**config.mk**
```make
export PLATFORM = sky130hd
export DESIGN_NAME = cs_mac_array
export DESIGN_NICKNAME = d
export VERILOG_FILES = /design/src/rtl/cmac_pkg.sv /design/src/rtl/cmac_lane.sv /design/src/rtl/cmac_seq.sv /design/src/rtl/cmac_store.sv /design/src/rtl/cs_mac_array.sv
export SDC_FILE = /design/constraint.sdc
export NUM_CORES = 2
export LEC_CHECK = 0
export ABC_CLOCK_PERIOD_IN_PS = 14900
export BUFFER_PORTS_ARGS = -buffer_cell sky130_fd_sc_hd__buf_2
export CORE_UTILIZATION = 60
export CTS_BUF_LIST = sky130_fd_sc_hd__clkbuf_4 sky130_fd_sc_hd__clkbuf_8
export CTS_CLUSTER_DIAMETER = 40
export DETAILED_ROUTE_END_ITERATION = 10
export PLACE_DENSITY = 0.87
export SYNTH_ARGS = -nofsm -noshare
export SYNTH_HDL_FRONTEND = slang
export SYNTH_SLANG_ARGS = --single-unit
export TNS_END_PERCENT = 30
```
**constraint.sdc**
```tcl
create_clock -name clk -period 14.9 [get_ports clk]
set_input_delay 2.235 -clock clk [delete_from_list [all_inputs] [get_ports clk]]
set_output_delay 2.235 -clock clk [all_outputs]
set_load 0.05 [all_outputs]
```
**src/rtl/cmac_pkg.sv**
```systemverilog
package cmac_pkg;

  // width of an index able to address v items, never below one bit
  function automatic int unsigned idx_width(int unsigned v);
    return (v < 2) ? 1 : $clog2(v);
  endfunction

  // operand width of checksum positions: N plus the growth left after truncation
  function automatic int unsigned cs_width(int unsigned n, int unsigned s, int unsigned r);
    int grow;
    grow = $clog2(s) - int'(r);
    return n + ((grow > 0) ? grow : 0);
  endfunction

endpackage

```
**src/rtl/cmac_lane.sv**
```systemverilog
module cmac_lane #(
  parameter int unsigned CW      = 10,
  parameter int unsigned OW      = 16,
  parameter int unsigned LW      = 3,
  parameter int unsigned BW      = 4,
  parameter int unsigned LANE_ID = 0,
  parameter bit          FAULT_EN = 1'b1
) (
  input  logic          clk,
  input  logic          rst_n,
  input  logic          step_en,
  input  logic          step_first,
  input  logic [CW-1:0] a_op,
  input  logic [CW-1:0] b_op,
  input  logic          flt_en,
  input  logic [LW-1:0] flt_lane,
  input  logic [BW-1:0] flt_bit,
  output logic [OW-1:0] acc
);

  // signed product reduced to the output ring
  function automatic logic [OW-1:0] ring_mul(logic [CW-1:0] x, logic [CW-1:0] y);
    logic signed [2*CW-1:0] p;
    p = $signed(x) * $signed(y);
    return p[OW-1:0];
  endfunction

  logic [OW-1:0] term;
  logic [OW-1:0] base;
  logic [OW-1:0] sum;
  logic [OW-1:0] flt_mask;
  logic          flt_hit;

  assign term = ring_mul(a_op, b_op);
  assign base = step_first ? '0 : acc;
  assign sum  = base + term;

  generate
    if (FAULT_EN) begin : g_fault
      assign flt_hit  = flt_en && (flt_lane == LW'(LANE_ID));
      assign flt_mask = flt_hit ? (OW'(1) << flt_bit) : '0;
    end else begin : g_nofault
      logic unused_flt;
      assign unused_flt = flt_en ^ (^flt_lane) ^ (^flt_bit);
      assign flt_hit  = 1'b0;
      assign flt_mask = '0;
    end
  endgenerate

  always_ff @(posedge clk or negedge rst_n) begin
    if (!rst_n)       acc <= '0;
    else if (step_en) acc <= sum | flt_mask;
  end

  // a first step leaves only its own product in the accumulator
  a_r4_row_clear: assert property (@(posedge clk) disable iff (!rst_n)
    (step_en && step_first && !flt_hit) |=> (acc == $past(term)));

  // idle cycles leave the accumulator untouched
  a_r3_idle_hold: assert property (@(posedge clk) disable iff (!rst_n)
    !step_en |=> $stable(acc));

  // a forced bit reads as one right after the step
  a_r7_fault_bit: assert property (@(posedge clk) disable iff (!rst_n)
    (step_en && flt_hit) |=> acc[$past(flt_bit)]);

endmodule

```
**src/rtl/cmac_seq.sv**
```systemverilog
module cmac_seq #(
  parameter int unsigned S  = 4,
  parameter int unsigned KW = 2,
  parameter int unsigned LW = 3
) (
  input  logic          clk,
  input  logic          rst_n,
  input  logic          in_valid,
  output logic          step_first,
  output logic [LW-1:0] cur_row,
  output logic          row_valid,
  output logic [LW-1:0] row_idx,
  output logic          mat_done
);

  logic [KW-1:0] step_cnt;
  logic          step_last;
  logic          row_last;

  assign step_first = (step_cnt == '0);
  assign step_last  = (step_cnt == KW'(S-1));
  assign row_last   = (cur_row == LW'(S));

  always_ff @(posedge clk or negedge rst_n) begin
    if (!rst_n) begin
      step_cnt  <= '0;
      cur_row   <= '0;
      row_valid <= 1'b0;
      row_idx   <= '0;
      mat_done  <= 1'b0;
    end else begin
      row_valid <= in_valid && step_last;
      mat_done  <= in_valid && step_last && row_last;
      if (in_valid) begin
        if (step_last) begin
          step_cnt <= '0;
          row_idx  <= cur_row;
          cur_row  <= row_last ? '0 : cur_row + LW'(1);
        end else begin
          step_cnt <= step_cnt + KW'(1);
        end
      end
    end
  end

  // a completed row is announced exactly one cycle after its last step
  a_r3_valid_after_last: assert property (@(posedge clk) disable iff (!rst_n)
    (in_valid && step_last) |=> row_valid);

  a_r3_valid_needs_step: assert property (@(posedge clk) disable iff (!rst_n)
    row_valid |-> $past(in_valid));

  a_r3_row_in_range: assert property (@(posedge clk) disable iff (!rst_n)
    row_valid |-> (row_idx <= LW'(S)));

  // matrix completion coincides with the last row
  a_r6_done_last_row: assert property (@(posedge clk) disable iff (!rst_n)
    mat_done |-> (row_valid && row_idx == LW'(S)));

  a_r6_wrap_to_zero: assert property (@(posedge clk) disable iff (!rst_n)
    mat_done |-> (cur_row == '0));

endmodule

```
**src/rtl/cmac_store.sv**
```systemverilog
module cmac_store #(
  parameter int unsigned ROWS = 5,
  parameter int unsigned RW   = 80,
  parameter int unsigned AW   = 3
) (
  input  logic          clk,
  input  logic          rst_n,
  input  logic          wr_en,
  input  logic [AW-1:0] wr_idx,
  input  logic [RW-1:0] wr_data,
  input  logic [AW-1:0] rd_addr,
  output logic [RW-1:0] rd_data
);

  logic [RW-1:0] mem [ROWS];

  always_ff @(posedge clk or negedge rst_n) begin
    if (!rst_n) begin
      for (int i = 0; i < ROWS; i++) mem[i] <= '0;
      rd_data <= '0;
    end else begin
      if (wr_en && (wr_idx < AW'(ROWS))) mem[wr_idx] <= wr_data;
      rd_data <= (rd_addr < AW'(ROWS)) ? mem[rd_addr] : '0;
    end
  end

  // a written row lands at its index
  a_r5_write_lands: assert property (@(posedge clk) disable iff (!rst_n)
    (wr_en && wr_idx < AW'(ROWS)) |=> (mem[$past(wr_idx)] == $past(wr_data)));

endmodule

```
**src/rtl/cs_mac_array.sv**
```systemverilog
module cs_mac_array #(
  parameter int unsigned N        = 8,
  parameter int unsigned S        = 4,
  parameter int unsigned R        = 0,
  parameter bit          FAULT_EN = 1'b1,
  localparam int unsigned CW = cmac_pkg::cs_width(N, S, R),
  localparam int unsigned OW = 2 * N,
  localparam int unsigned LW = cmac_pkg::idx_width(S + 1),
  localparam int unsigned BW = cmac_pkg::idx_width(OW)
) (
  input  logic                  clk,
  input  logic                  rst_n,
  input  logic                  in_valid,
  input  logic [CW-1:0]         in_a,
  input  logic [(S+1)*CW-1:0]   in_b,
  input  logic                  flt_en,
  input  logic [LW-1:0]         flt_lane,
  input  logic [BW-1:0]         flt_bit,
  output logic                  row_valid,
  output logic [LW-1:0]         row_idx,
  output logic [(S+1)*OW-1:0]   row_data,
  output logic                  mat_done,
  input  logic [LW-1:0]         rd_addr,
  output logic [(S+1)*OW-1:0]   rd_data
);

  localparam int unsigned KW = cmac_pkg::idx_width(S);

  logic          step_first;
  logic [LW-1:0] cur_row;

  cmac_seq #(.S(S), .KW(KW), .LW(LW)) u_seq (
    .clk(clk), .rst_n(rst_n), .in_valid(in_valid),
    .step_first(step_first), .cur_row(cur_row),
    .row_valid(row_valid), .row_idx(row_idx), .mat_done(mat_done)
  );

  generate
    for (genvar j = 0; j <= S; j++) begin : g_lane
      logic [OW-1:0] lane_acc;
      cmac_lane #(
        .CW(CW), .OW(OW), .LW(LW), .BW(BW), .LANE_ID(j), .FAULT_EN(FAULT_EN)
      ) u_lane (
        .clk(clk), .rst_n(rst_n), .step_en(in_valid), .step_first(step_first),
        .a_op(in_a), .b_op(in_b[j*CW +: CW]),
        .flt_en(flt_en), .flt_lane(flt_lane), .flt_bit(flt_bit),
        .acc(lane_acc)
      );
      assign row_data[j*OW +: OW] = lane_acc;
    end
  endgenerate

  cmac_store #(.ROWS(S + 1), .RW((S + 1) * OW), .AW(LW)) u_store (
    .clk(clk), .rst_n(rst_n), .wr_en(row_valid), .wr_idx(row_idx),
    .wr_data(row_data), .rd_addr(rd_addr), .rd_data(rd_data)
  );

  // data rows of the left matrix carry sign-extended N-bit values
  a_r10_data_row_range: assert property (@(posedge clk) disable iff (!rst_n)
    (in_valid && cur_row < LW'(S)) |->
      ((in_a[CW-1:N-1] == '0) || (&in_a[CW-1:N-1])));

  generate
    for (genvar j = 0; j < S; j++) begin : g_bchk
      // data lanes of the right matrix carry sign-extended N-bit values
      a_r10_data_lane_range: assert property (@(posedge clk) disable iff (!rst_n)
        in_valid |-> ((in_b[j*CW+N-1 +: CW-N+1] == '0) || (&in_b[j*CW+N-1 +: CW-N+1])));
    end
  endgenerate

endmodule

```
==> metrics.md <==
| Metric | Value |
|---|---|
| Gr usage total | 30.81% |
| Critical path type | in2reg |
| Outcome | finished, final reports clean |
| Clock Latency Late Sink | 0.70 ns |
| Htree depth | 3 |
| Mean area per synthesized cell | 10.91 um^2 |
| Root Buffer | clkbuf_8 |
| Max Cap Violations | 0 |
| # resized after CTS | 0 |
| Worst R2R Start | u_seq.step_cnt[0] |
| Num rows | 96 |
| Fin util | 66.77% |
| Die H | 267.3 um |
| Pin count of the biggest net entering global routing | 195 |
| WL per Instance | 20.85 um |
| Die area | 0.07146 mm^2 |
| Num ports | 239 |
| Residual DRC | 0 |
| CTS tree | built |
| Fillers | 4,882 |
| Number of global-route vias before repair | 31,080 |
| Postcts setup bufs | 0 |
| Layout cell share with drive strength beyond 1 | 21.66% |
| Critical Path Start Type | input port |
| Core area | 0.06907 mm^2 |
| Post-route setup TNS | 0 ns |
| Placed cell areas | 0.04418 mm^2 |
| Fin nets | 4,759 |
| Initial DRC Count | 2,589 |
| Max Clock Freq | 0.1435 GHz |
| Dominant cell type by area after synthesis | dfrtp_1 |
| RSZ-0062 raised after global routing | no |
| Vias per cell | 5.782 |
| Final setup viols | 0 |
| Crit path time final | 6.968 ns |
| Overflow after GRT | 0 |
| Post-Syn Area | 0.04224 mm^2 |
| Initial antenna violation count | 10 |
| Syn Nets | 4,588 |
| Register area share after synthesis | 33.77% |
| Post-DP HPWL | 72,750 um |
| Worst Hold Class | reg2reg |
| Slew margin rel. | 18.37% |
| DRT Wirelength | 105,100 um |
| TritonCTS Sinks | 570 |
| Multi-input logic area | 0.02476 mm^2 |
| Die X | 267.3 um |
| FF/Latch Area | 0.01426 mm^2 |
| WP data required | 15.43 ns |
| Max Buffers Root-to-Sink | 3 |
| Mapped Cells | 3,870 |
| Final max-slew violation count | 0 |
| Synth-to-Final Area Change | 9.189% |
| CP endpoint kind | flip-flop |
| First-pass GRT wire length | 170,000 um |
| Top_reg_cell synth | dfrtp_1 |
| Worst R2R Setup Slack | 8.77 ns |
| RR Endpoint | g_lane[1].u_lane.acc[12] |
| RD Place Congestion | 0.9003 |
| Crit. Startpoint | in_a[1] |
| Setup Skew | 0.02702 ns |
| Final hold vios | 0 |
| Cts hold-fix bufs | 0 |
| Reg2Reg Depth | 19 |
| Yosys top cell area share | 33.77% |
| Worst Path Arrival | 7.50 ns |
| Worst-path fanout max | 50 |
| Crit share post-route | 46.77% |
| Final Instance Area | 0.04612 mm^2 |
| Via Count | 29,160 |
| Synth warn | 0 |
| Yosys cell types | 49 |
| Antenna-violating nets left | 0 |
| Initial core utilization | 61.15% |
| Port Buf Inserts | 238 |
| Worst Max-Slew Pin Slew | 1.215 ns |
| Post-synth EDFFs | 0 |
| Ys async rst share | 100.0% |
| CTS buffer count | 89 |
| Yosys reg bits | 570 |
| Synth area leaders | dfrtp_1 34%, fa_1 20%, mux2_2 9.9%, ha_1 6.8%, inv_1 5.9% |
| Pre-antenna DRT Iters | 6 |
| Crit path capture | g_lane[1].u_lane.acc[12] |
| Clock-pin slew on the worst setup and hold paths | 0.07 ns |
[how the worst min path moves through the flow]
| stage | from | endpoint | slack (ns) | depth (start not counted) |
|---|---|---|---|---|
| floorplan | u_store.mem[139] | u_store.mem[139] | 0.44 | 2 |
| finish | u_store.mem[46] | u_store.rd_data[46] | 0.48 | 2 |
| global route | u_store.mem[361] | u_store.mem[361] | 0.50 | 1 |
| CTS | u_store.mem[68] | u_store.rd_data[68] | 0.48 | 2 |
| global placement | u_store.mem[23] | u_store.rd_data[23] | 0.46 | 2 |
| detailed placement | u_store.mem[68] | u_store.rd_data[68] | 0.46 | 2 |
[critical path, stage by stage]
cell	delay [ns]
buf_2	0.79
nand2_1	0.18
fa_1	0.52
fa_1	0.49
inv_1	0.05
fa_1	0.47
fa_1	0.51
inv_1	0.05
fa_1	0.48
inv_1	0.04
ha_1	0.34
and3_1	0.21
a221o_1	0.33
a221o_1	0.41
xor2_1	0.16
a21oi_1	0.13
a21oi_1	0.09
[flip-flops by register name, indices dropped and copies added, names as in the netlist]
signal,flops
u_store.rd_data,80
u_seq.step_cnt,2
u_seq.row_valid,1
u_seq.mat_done,1
u_seq.cur_row,3
u_seq.row_idx,3
u_store.mem,400
g_lane.u_lane.acc,80
[cells in the mapped netlist, types with 9 or more instances]
cell type and count:
inv_1 668, dfrtp_1 570, fa_1 415, mux2_2 373
nand2_1 335, ha_1 229, and2_1 224, clkbuf_1 179
a21oi_1 150, nor2b_1 114, xnor2_1 103, o21ai_0 101
nor2_1 91, mux4_2 80, xor2_1 36, mux2_1 25
o21ai_1 24, a21o_1 23, nand2b_1 21, nor3_1 11
nand3_1 10, a31oi_1 9
[logic make-up after synthesis]
kind of cell	share of synthesized area (%)
adders and majority gates	26.45
AOI/OAI and AO/OA	4.544
DFF	33.77
buffers and inverters	7.667
xor gates and xnor gates	2.882
muxes	14.88
and+or+nand+nor	9.803
[metrics by stage]
stage	std cells	hold WS (ns)	setup slack (ns)
6_report	5044	0.4776	7.932
5_1_grt	5043	0.5020	7.715
4_1_cts	5040	0.4768	7.997
3_5_place_dp	4881	0.4646	7.290
3_3_place_gp	4881	0.4575	7.450
2_1_floorplan	3870	0.4448	7.770
[final cells by class]
cell class / instances / share of cell area [%]
well taps: 931 / 2.526
inverters: 669 / 5.445
clock buffers: 133 / 3.630
repair buffers: 271 / 3.212
diodes: 4 / 0.02170
clock inverters: 26 / 0.5426
multi-input cells: 2440 / 53.69
flip-flops and latches: 570 / 30.93
[metal layers]
layer | wire [um] | track usage (%)
met1 | 42430 | 42.18
met5 | 68 | 0
met3 | 9993 | 7.098
met4 | 3048 | 10.50
met2 | 49610 | 48.59
[cell usage in the layout (no fill, tap or decap), types with 91 or more instances in the layout]
master,synthesis,routed
buf_2,8,234
o21ai_0,101,101
nand2_1,335,335
fa_1,415,415
a21oi_1,150,150
and2_1,224,224
dfrtp_1,570,570
clkbuf_8,0,108
nor2b_1,114,114
xnor2_1,103,103
nor2_1,91,91
mux2_2,373,373
ha_1,229,228
inv_1,668,668
Power is left out: the tool's default activity adds up to more than one toggle a clock period on the data nets, which glitch-free logic cannot reach.
